File: config.mk
export PLATFORM = sky130hd
export DESIGN_NAME = core_sfr_unit
export DESIGN_NICKNAME = d
export VERILOG_FILES = /design/src/rtl/sfr_pkg.sv /design/src/rtl/sfr_decode.sv /design/src/rtl/gpr_file.sv /design/src/rtl/sfr_bank.sv /design/src/rtl/core_sfr_unit.sv
export SDC_FILE = /design/constraint.sdc
export NUM_CORES = 1
export LEC_CHECK = 0
export CAP_MARGIN = 40
export CORE_MARGIN = 3
export CORE_UTILIZATION = 50
export DETAILED_ROUTE_END_ITERATION = 6
export MAX_ROUTING_LAYER = met4
export PLACE_DENSITY = 0.79
export RECOVER_POWER = 50
export SYNTH_ARGS = -nofsm -noshare
export SYNTH_HDL_FRONTEND = slang
export SYNTH_SLANG_ARGS = --single-unit
File: constraint.sdc
create_clock -name clk -period 7.3 [get_ports clk]
set_clock_uncertainty 0.2 [all_clocks]
set_input_delay 1.095 -clock clk [delete_from_list [all_inputs] [get_ports clk]]
set_output_delay 1.095 -clock clk [all_outputs]
set_load 0.02 [all_outputs]
File: src/rtl/sfr_pkg.sv
package sfr_pkg;

  // Target of a decoded request
  typedef enum logic [1:0] {
    TGT_GPR  = 2'd0,
    TGT_SFR  = 2'd1,
    TGT_IOFW = 2'd2,
    TGT_MEM  = 2'd3
  } tgt_e;

  // Local register index = port - (first local port); order fixed by port map
  localparam int unsigned SFR_NUM    = 8;
  localparam int unsigned SFR_IDX_W  = 3;
  localparam int unsigned PAGE_NUM   = 4;
  localparam logic [2:0]  SFR_JUMP   = 3'd4;
  localparam logic [2:0]  SFR_SPLO   = 3'd5;
  localparam logic [2:0]  SFR_SPHI   = 3'd6;
  localparam logic [2:0]  SFR_STAT   = 3'd7;

endpackage

File: src/rtl/sfr_decode.sv
module sfr_decode
  import sfr_pkg::*;
#(
  parameter int unsigned           ADDR_W    = 16,
  parameter int unsigned           NUM_GPR   = 32,
  parameter int unsigned           NUM_IO    = 64,
  parameter int unsigned           BUS_AW    = 24,
  parameter logic [BUS_AW-1:0]     DATA_BASE = 24'h010000,
  localparam int unsigned          GPR_AW    = $clog2(NUM_GPR),
  localparam int unsigned          PORT_W    = $clog2(NUM_IO)
) (
  input  logic                  is_data,
  input  logic [ADDR_W-1:0]     addr,
  output tgt_e                  tgt,
  output logic [GPR_AW-1:0]     gpr_idx,
  output logic [SFR_IDX_W-1:0]  sfr_idx,
  output logic [BUS_AW-1:0]     bus_addr
);

  localparam logic [ADDR_W-1:0] GPR_LIM = ADDR_W'(NUM_GPR);
  localparam logic [ADDR_W-1:0] IO_LIM  = ADDR_W'(NUM_GPR + NUM_IO);
  localparam logic [BUS_AW-1:0] IO_BASE = DATA_BASE + BUS_AW'(NUM_GPR);
  localparam logic [PORT_W-SFR_IDX_W-1:0] SFR_TOP = '1;

  logic [ADDR_W-1:0] io_off;
  logic [PORT_W-1:0] port;
  logic              in_io;
  logic              unused_off;

  assign io_off     = addr - GPR_LIM;
  assign unused_off = ^io_off[ADDR_W-1:PORT_W];

  always_comb begin
    in_io = 1'b0;
    port  = '0;
    if (!is_data) begin
      in_io = 1'b1;
      port  = addr[PORT_W-1:0];
    end else if (addr >= GPR_LIM && addr < IO_LIM) begin
      in_io = 1'b1;
      port  = io_off[PORT_W-1:0];
    end
  end

  always_comb begin
    gpr_idx  = addr[GPR_AW-1:0];
    sfr_idx  = port[SFR_IDX_W-1:0];
    bus_addr = DATA_BASE + BUS_AW'(addr);
    if (in_io) begin
      if (port[PORT_W-1:SFR_IDX_W] == SFR_TOP) begin
        tgt = TGT_SFR;
      end else begin
        tgt      = TGT_IOFW;
        bus_addr = IO_BASE + BUS_AW'(port);
      end
    end else if (addr < GPR_LIM) begin
      tgt = TGT_GPR;
    end else begin
      tgt = TGT_MEM;
    end
  end

endmodule

File: src/rtl/gpr_file.sv
module gpr_file #(
  parameter int unsigned DEPTH = 32,
  parameter int unsigned DW    = 8,
  localparam int unsigned AW   = $clog2(DEPTH)
) (
  input  logic          clk,
  input  logic          rst_n,
  input  logic          we,
  input  logic [AW-1:0] addr,
  input  logic [DW-1:0] wdata,
  output logic [DW-1:0] rdata
);

  logic [DW-1:0] mem_q [DEPTH];

  always_ff @(posedge clk or negedge rst_n) begin
    if (!rst_n) begin
      for (int i = 0; i < DEPTH; i++) mem_q[i] <= '0;
    end else if (we) begin
      mem_q[addr] <= wdata;
    end
  end

  assign rdata = mem_q[addr];


  gpr_write_lands_chk: assert property (@(posedge clk) disable iff (!rst_n)
    we |=> (mem_q[$past(addr)] == $past(wdata)));

endmodule

File: src/rtl/sfr_bank.sv
module sfr_bank
  import sfr_pkg::*;
#(
  parameter logic [PAGE_NUM-1:0] PAGE_FEAT = '1,
  parameter bit                  SP_WIDE   = 1'b1,
  parameter int unsigned         EXT_W     = 24,
  localparam int unsigned        EXT_PAD   = EXT_W - 8
) (
  input  logic                 clk,
  input  logic                 rst_n,
  input  logic                 we,
  input  logic [SFR_IDX_W-1:0] idx,
  input  logic [7:0]           wdata,
  output logic [7:0]           rdata,
  output logic [EXT_W-1:0]     page_ext [PAGE_NUM],
  output logic [EXT_W-1:0]     jump_ext,
  output logic [15:0]          sp,
  output logic [7:0]           stat
);

  logic [7:0] page_val [PAGE_NUM];

  // Page extension registers, each gated by its feature bit
  for (genvar g = 0; g < PAGE_NUM; g++) begin : g_page
    logic       en;
    logic [7:0] q, d;
    if (PAGE_FEAT[g]) begin : g_on
      assign en = we && (idx == SFR_IDX_W'(g));
    end else begin : g_off
      assign en = 1'b0;

      page_lock_chk: assert property (@(posedge clk) disable iff (!rst_n)
        (we && idx == SFR_IDX_W'(g)) |=> $stable(q));
    end
    always_comb d = en ? wdata : q;
    always_ff @(posedge clk or negedge rst_n) begin
      if (!rst_n) q <= '0;
      else        q <= d;
    end
    assign page_val[g] = q;
    assign page_ext[g] = {q, EXT_PAD'(0)};
  end

  // Jump extension, stack pointer bytes, status byte
  logic       jump_en, splo_en, sphi_en, stat_en;
  logic [7:0] jump_q, jump_d, splo_q, splo_d, sphi_q, sphi_d, stat_q, stat_d;

  assign jump_en = we && (idx == SFR_JUMP);
  assign splo_en = we && (idx == SFR_SPLO);
  assign stat_en = we && (idx == SFR_STAT);

  if (SP_WIDE) begin : g_sp16
    assign sphi_en = we && (idx == SFR_SPHI);
  end else begin : g_sp8
    assign sphi_en = 1'b0;

    sp_hi_frozen_chk: assert property (@(posedge clk) disable iff (!rst_n)
      (we && idx == SFR_SPHI) |=> (sp[15:8] == 8'h00));
  end

  always_comb begin
    jump_d = jump_en ? wdata : jump_q;
    splo_d = splo_en ? wdata : splo_q;
    sphi_d = sphi_en ? wdata : sphi_q;
    stat_d = stat_en ? wdata : stat_q;
  end

  always_ff @(posedge clk or negedge rst_n) begin
    if (!rst_n) begin
      jump_q <= '0;
      splo_q <= '0;
      sphi_q <= '0;
      stat_q <= '0;
    end else begin
      jump_q <= jump_d;
      splo_q <= splo_d;
      sphi_q <= sphi_d;
      stat_q <= stat_d;
    end
  end

  assign jump_ext = {jump_q, EXT_PAD'(0)};
  assign sp       = {sphi_q, splo_q};
  assign stat     = stat_q;

  always_comb begin
    case (idx)
      SFR_JUMP: rdata = jump_q;
      SFR_SPLO: rdata = splo_q;
      SFR_SPHI: rdata = sphi_q;
      SFR_STAT: rdata = stat_q;
      default:  rdata = page_val[idx[1:0]];
    endcase
  end


  sp_lo_keeps_hi_chk: assert property (@(posedge clk) disable iff (!rst_n)
    (we && idx == SFR_SPLO) |=> (sp == {$past(sp[15:8]), $past(wdata)}));


  stat_store_chk: assert property (@(posedge clk) disable iff (!rst_n)
    (we && idx == SFR_STAT) |=> (stat == $past(wdata)));

endmodule

File: src/rtl/core_sfr_unit.sv
module core_sfr_unit
  import sfr_pkg::*;
#(
  parameter int unsigned       ADDR_W    = 16,
  parameter int unsigned       WDATA_W   = 16,
  parameter int unsigned       NUM_GPR   = 32,
  parameter int unsigned       NUM_IO    = 64,
  parameter int unsigned       BUS_AW    = 24,
  parameter logic [BUS_AW-1:0] DATA_BASE = 24'h010000,
  parameter logic [3:0]        PAGE_FEAT = 4'b1111,
  parameter bit                SP_WIDE   = 1'b1
) (
  input  logic              clk,
  input  logic              rst_n,
  input  logic              req_valid,
  output logic              req_ready,
  input  logic              req_is_data,
  input  logic              req_write,
  input  logic [15:0]       req_addr,
  input  logic [15:0]       req_wdata,
  output logic [7:0]        rsp_rdata,
  output logic              mbus_valid,
  input  logic              mbus_ready,
  output logic              mbus_write,
  output logic [23:0]       mbus_addr,
  output logic [7:0]        mbus_wdata,
  input  logic [7:0]        mbus_rdata,
  output logic [23:0]       page_data_o,
  output logic [23:0]       page_x_o,
  output logic [23:0]       page_y_o,
  output logic [23:0]       page_z_o,
  output logic [23:0]       jump_ext_o,
  output logic [15:0]       sp_o,
  output logic [7:0]        sreg_o
);

  localparam int unsigned GPR_AW = $clog2(NUM_GPR);
  localparam int unsigned PORT_W = $clog2(NUM_IO);
  localparam logic [ADDR_W-1:0] GPR_LIM = ADDR_W'(NUM_GPR);
  localparam logic [BUS_AW-1:0] IO_BASE = DATA_BASE + BUS_AW'(NUM_GPR);
  localparam logic [BUS_AW-1:0] IO_FW_END = IO_BASE + BUS_AW'(NUM_IO - SFR_NUM);

  tgt_e                 tgt;
  logic [GPR_AW-1:0]    gpr_idx;
  logic [SFR_IDX_W-1:0] sfr_idx;
  logic [BUS_AW-1:0]    bus_addr;
  logic                 fwd, fire;
  logic [7:0]           wbyte, gpr_rd, sfr_rd;
  logic [BUS_AW-1:0]    page_ext [PAGE_NUM];
  logic                 unused_wdata_hi;

  assign wbyte           = req_wdata[7:0];
  assign unused_wdata_hi = ^req_wdata[WDATA_W-1:8];

  sfr_decode #(
    .ADDR_W(ADDR_W), .NUM_GPR(NUM_GPR), .NUM_IO(NUM_IO),
    .BUS_AW(BUS_AW), .DATA_BASE(DATA_BASE)
  ) u_dec (
    .is_data(req_is_data), .addr(req_addr), .tgt(tgt),
    .gpr_idx(gpr_idx), .sfr_idx(sfr_idx), .bus_addr(bus_addr)
  );

  assign fwd       = (tgt == TGT_IOFW) || (tgt == TGT_MEM);
  assign req_ready = fwd ? mbus_ready : 1'b1;
  assign fire      = req_valid && req_ready && req_write;

  gpr_file #(.DEPTH(NUM_GPR), .DW(8)) u_gpr (
    .clk(clk), .rst_n(rst_n), .we(fire && tgt == TGT_GPR),
    .addr(gpr_idx), .wdata(wbyte), .rdata(gpr_rd)
  );

  sfr_bank #(.PAGE_FEAT(PAGE_FEAT), .SP_WIDE(SP_WIDE), .EXT_W(BUS_AW)) u_sfr (
    .clk(clk), .rst_n(rst_n), .we(fire && tgt == TGT_SFR),
    .idx(sfr_idx), .wdata(wbyte), .rdata(sfr_rd),
    .page_ext(page_ext), .jump_ext(jump_ext_o), .sp(sp_o), .stat(sreg_o)
  );

  assign page_data_o = page_ext[0];
  assign page_x_o    = page_ext[1];
  assign page_y_o    = page_ext[2];
  assign page_z_o    = page_ext[3];

  assign mbus_valid = req_valid && fwd;
  assign mbus_write = req_write;
  assign mbus_addr  = bus_addr;
  assign mbus_wdata = wbyte;

  always_comb begin
    case (tgt)
      TGT_GPR: rsp_rdata = gpr_rd;
      TGT_SFR: rsp_rdata = sfr_rd;
      default: rsp_rdata = mbus_rdata;
    endcase
  end


  local_port_no_bus_chk: assert property (@(posedge clk) disable iff (!rst_n)
    (req_valid && !req_is_data && req_addr[PORT_W-1:SFR_IDX_W] == '1)
      |-> (req_ready && !mbus_valid));


  gpr_never_forwarded_chk: assert property (@(posedge clk) disable iff (!rst_n)
    (req_valid && req_is_data && req_addr < GPR_LIM) |-> (!mbus_valid && req_ready));


  io_fw_window_chk: assert property (@(posedge clk) disable iff (!rst_n)
    (mbus_valid && !req_is_data) |-> (mbus_addr >= IO_BASE && mbus_addr < IO_FW_END));


  stat_write_commit_chk: assert property (@(posedge clk) disable iff (!rst_n)
    (req_valid && req_write && !req_is_data && req_addr[PORT_W-1:0] == '1)
      |=> (sreg_o == $past(req_wdata[7:0])));

endmodule

==> flow_summary.json <==
{
  "die_width_um": 184,
  "fill_cells": 2373,
  "synth_area_leader_cell": "dfrtp_1",
  "antenna_found_initial": 0,
  "max_slew_margin_pct": -128,
  "clockBufferDepth": 3,
  "synth_warnings": 0,
  "path_cells": "clkdlybuf4s50_1 -> or4_1 -> or4_1 -> a2111oi_0 -> a22oi_1 -> o21ai_0 -> clkdlybuf4s50_1",
  "ys_top_cells_by_count": "320 x dfrtp_1, 319 x mux2_2, 97 x buf_4",
  "rr_worst_depth": 1,
  "ant_nets": 0,
  "cp.depth": 7,
  "timing.rr.end": "u_sfr.g_page[0].q[7]",
  "yosys_register_bits": 320,
  "crit_required_ns": 6.00,
  "placeableCoreArea_mm2": 0.0309,
  "cp_max_fo": 8,
  "status": "finished, violations left",
  "synth_edf_count": 0,
  "cts-buffers-inserted": 36,
  "synthArstFlopShare_pct": 100,
  "cp_slowest_cell": "or4_1",
  "synth.yosys.seq_area_share_pct": 50.4,
  "portBuffers": 136,
  "p_leak_nw": 8.95,
  "start_util_pct": 51.4,
  "yosysMostFrequentCell": "dfrtp_1",
  "drive_above_1_share_pct": 36.9,
  "routedWlPerCell_um": 24.5,
  "die_area_mm2": 0.0339,
  "routed_wl_um": 41200,
  "power_density_mw_per_mm2": 224,
  "start_kind": "primary input",
  "path_clk_slew_ns": 0.06,
  "via_per_inst": 6.05,
  "grt_max_degree": 139,
  "fin_crit_ns": 5.92,
  "grt_pass1_vias": 10300,
  "htree_num_levels": 2,
  "rsz0062_at_grt": "false",
  "synth.area.top_cells": "dfrtp_1 50%, mux2_2 23%, mux4_2 8.5%",
  "setup_violations": 0,
  "cts_hold_buf": 0,
  "r2r_slack_ns": 6.28,
  "crit_end": "rsp_rdata[6]",
  "synth-main-ff-cell": "dfrtp_1",
  "num_antenna_cells": 0,
  "hpwl_um": 28000,
  "ios": 233,
  "synthCells": 1157,
  "synth_top_area_share_pct": 50.4,
  "total_power_w": 0.00414,
  "violations": "max-capacitance violations, max-slew violations",
  "drt_pass1_iterations": 5,
  "end_kind": "output port",
  "utilization_pct": 59.6,
  "final-max-slew-violation-count": 319,
  "cts_tree": "yes",
  "setup_tns_ns": 0,
  "path_class": "in -> out",
  "cap_violations": 4,
  "cts-root-buf": "clkbuf_16",
  "crit_path_start": "req_addr[13]",
  "area_growth_pct": 16.1,
  "drc_errors": 0,
  "path_buf_inv": 2,
  "ys_types": 56,
  "initialDrtViolationCount": 855,
  "die_h_um": 184,
  "row_count": 64,
  "critPathTopFamily": "simple AND/OR/NAND/NOR gates",
  "hold_viol_final": 0,
  "hold_path_class": "reg -> reg",
  "r2r-start": "u_sfr.g_page[0].q[7]",
  "syn_avg_cell_area_um2": 13.7,
  "cts-resized-gates": 0,
  "critPathMaxStageDelay_ns": 0.75,
  "cts.sinks": 320,
  "grt_pass1_wl_um": 63700,
  "vias": 10200,
  "fin_nets": 1305,
  "hold-worst-slack_ns": 0.301,
  "tightest_slew_ns": 3.42,
  "insertion_delay_ns": 0.51,
  "track_usage_pct": 25.2,
  "ir_worst_vdd_mv": 0.175,
  "grt-ovfl-total": 0,
  "finalCritPeriodShare_pct": 81.2,
  "gp_congestion": 0.911,
  "arrival_ns": 4.63,
  "synth_area_mm2": 0.0159,
  "fmax_mhz": 169,
  "post-cts-setup-buffers": 0
}
==> how the worst min path moves through the flow <==
| stage | to | startpoint | cells past startpoint | slack [ns] |
|---|---|---|---|---|
| floorplan | u_gpr.mem_q[48] | u_gpr.mem_q[48] | 1 | 0.27 |
| global placement | u_gpr.mem_q[244] | u_gpr.mem_q[244] | 1 | 0.28 |
| detailed placement | u_gpr.mem_q[48] | u_gpr.mem_q[48] | 1 | 0.29 |
| CTS | u_gpr.mem_q[62] | u_gpr.mem_q[62] | 1 | 0.30 |
| global route | u_gpr.mem_q[129] | u_gpr.mem_q[129] | 1 | 0.32 |
| finish | u_gpr.mem_q[62] | u_gpr.mem_q[62] | 1 | 0.30 |
==> cells in the final DEF, fill, tap and decap left out, types with 13 or more instances in the layout <==
master,netlist,routed
dfrtp_1,320,320
mux2_2,319,319
conb_1,2,88
clkdlybuf4s50_1,0,82
mux4_2,60,60
dlygate4sd3_1,0,49
mux2i_1,41,41
nor2_1,38,38
clkbuf_16,0,37
nand2_1,34,34
buf_4,97,19
a21oi_1,13,13
and2_1,13,13
==> report_power, final <==
| part | leakage [nW] | internal (W) | switching [W] | total [W] |
|---|---|---|---|---|
| sequential | 4.46 | 0.00180 | 0.0000198 | 0.00182 |
| combinational | 3.86 | 0.000132 | 0.000264 | 0.000396 |
| clock | 0.628 | 0.00121 | 0.000715 | 0.00192 |
| total | 8.95 | 0.00314 | 0.000999 | 0.00414 |
==> state kept, by name, indices dropped and copies added (netlist names) <==
name,cells
u_sfr.jump_q,8
u_gpr.mem_q,256
u_sfr.splo_q,8
u_sfr.stat,8
u_sfr.g_page.q,32
u_sfr.sphi_q,8
==> metal layers <==
| metal | up-vias | global-route usage (%) | share of wire, % |
|---|---|---|---|
| li1 | 4274 | - | - |
| met1 | 5323 | 33.6 | 41 |
| met2 | 485 | 40.6 | 50 |
| met3 | 81 | 3.93 | 6.5 |
| met4 | 0 | 7.35 | 2.7 |
| met5 | - | - | 0 |
==> logic make-up after synthesis <==
family / count (synthesis) / share of synthesized area [%]
AO/OA/AOI/OAI: 79 / 3.68
XOR/XNOR: 2 / 0.110
buffers and inverters: 184 / 6.69
flip-flops: 320 / 50.4
multiplexers: 422 / 33.9
other: 2 / 0.0473
AND/OR/NAND/NOR: 148 / 5.18
==> area by class of cell <==
cell class	instances	area, um2	share of cell area [%]
inverter	4	15.0	0.0815
tap	396	495	2.69
multi-input combinational	739	7130	38.7
clock inverter	10	181	0.985
clock buffer	54	1090	5.91
timing repair buffer	158	1510	8.18
sequential	320	8010	43.5
==> through the flow <==
| step | setup slack, ns | instances | area, um2 |
|---|---|---|---|
| floorplan | 2.57 | 1243 | 16200 |
| global placement | 1.40 | 1614 | 17200 |
| detailed placement | 1.44 | 1617 | 17200 |
| CTS | 1.43 | 1681 | 18500 |
| global route | 0.874 | 1681 | 18400 |
| finish | 1.38 | 1681 | 18400 |
No activity file was read; power rests on OpenSTA's default activity.
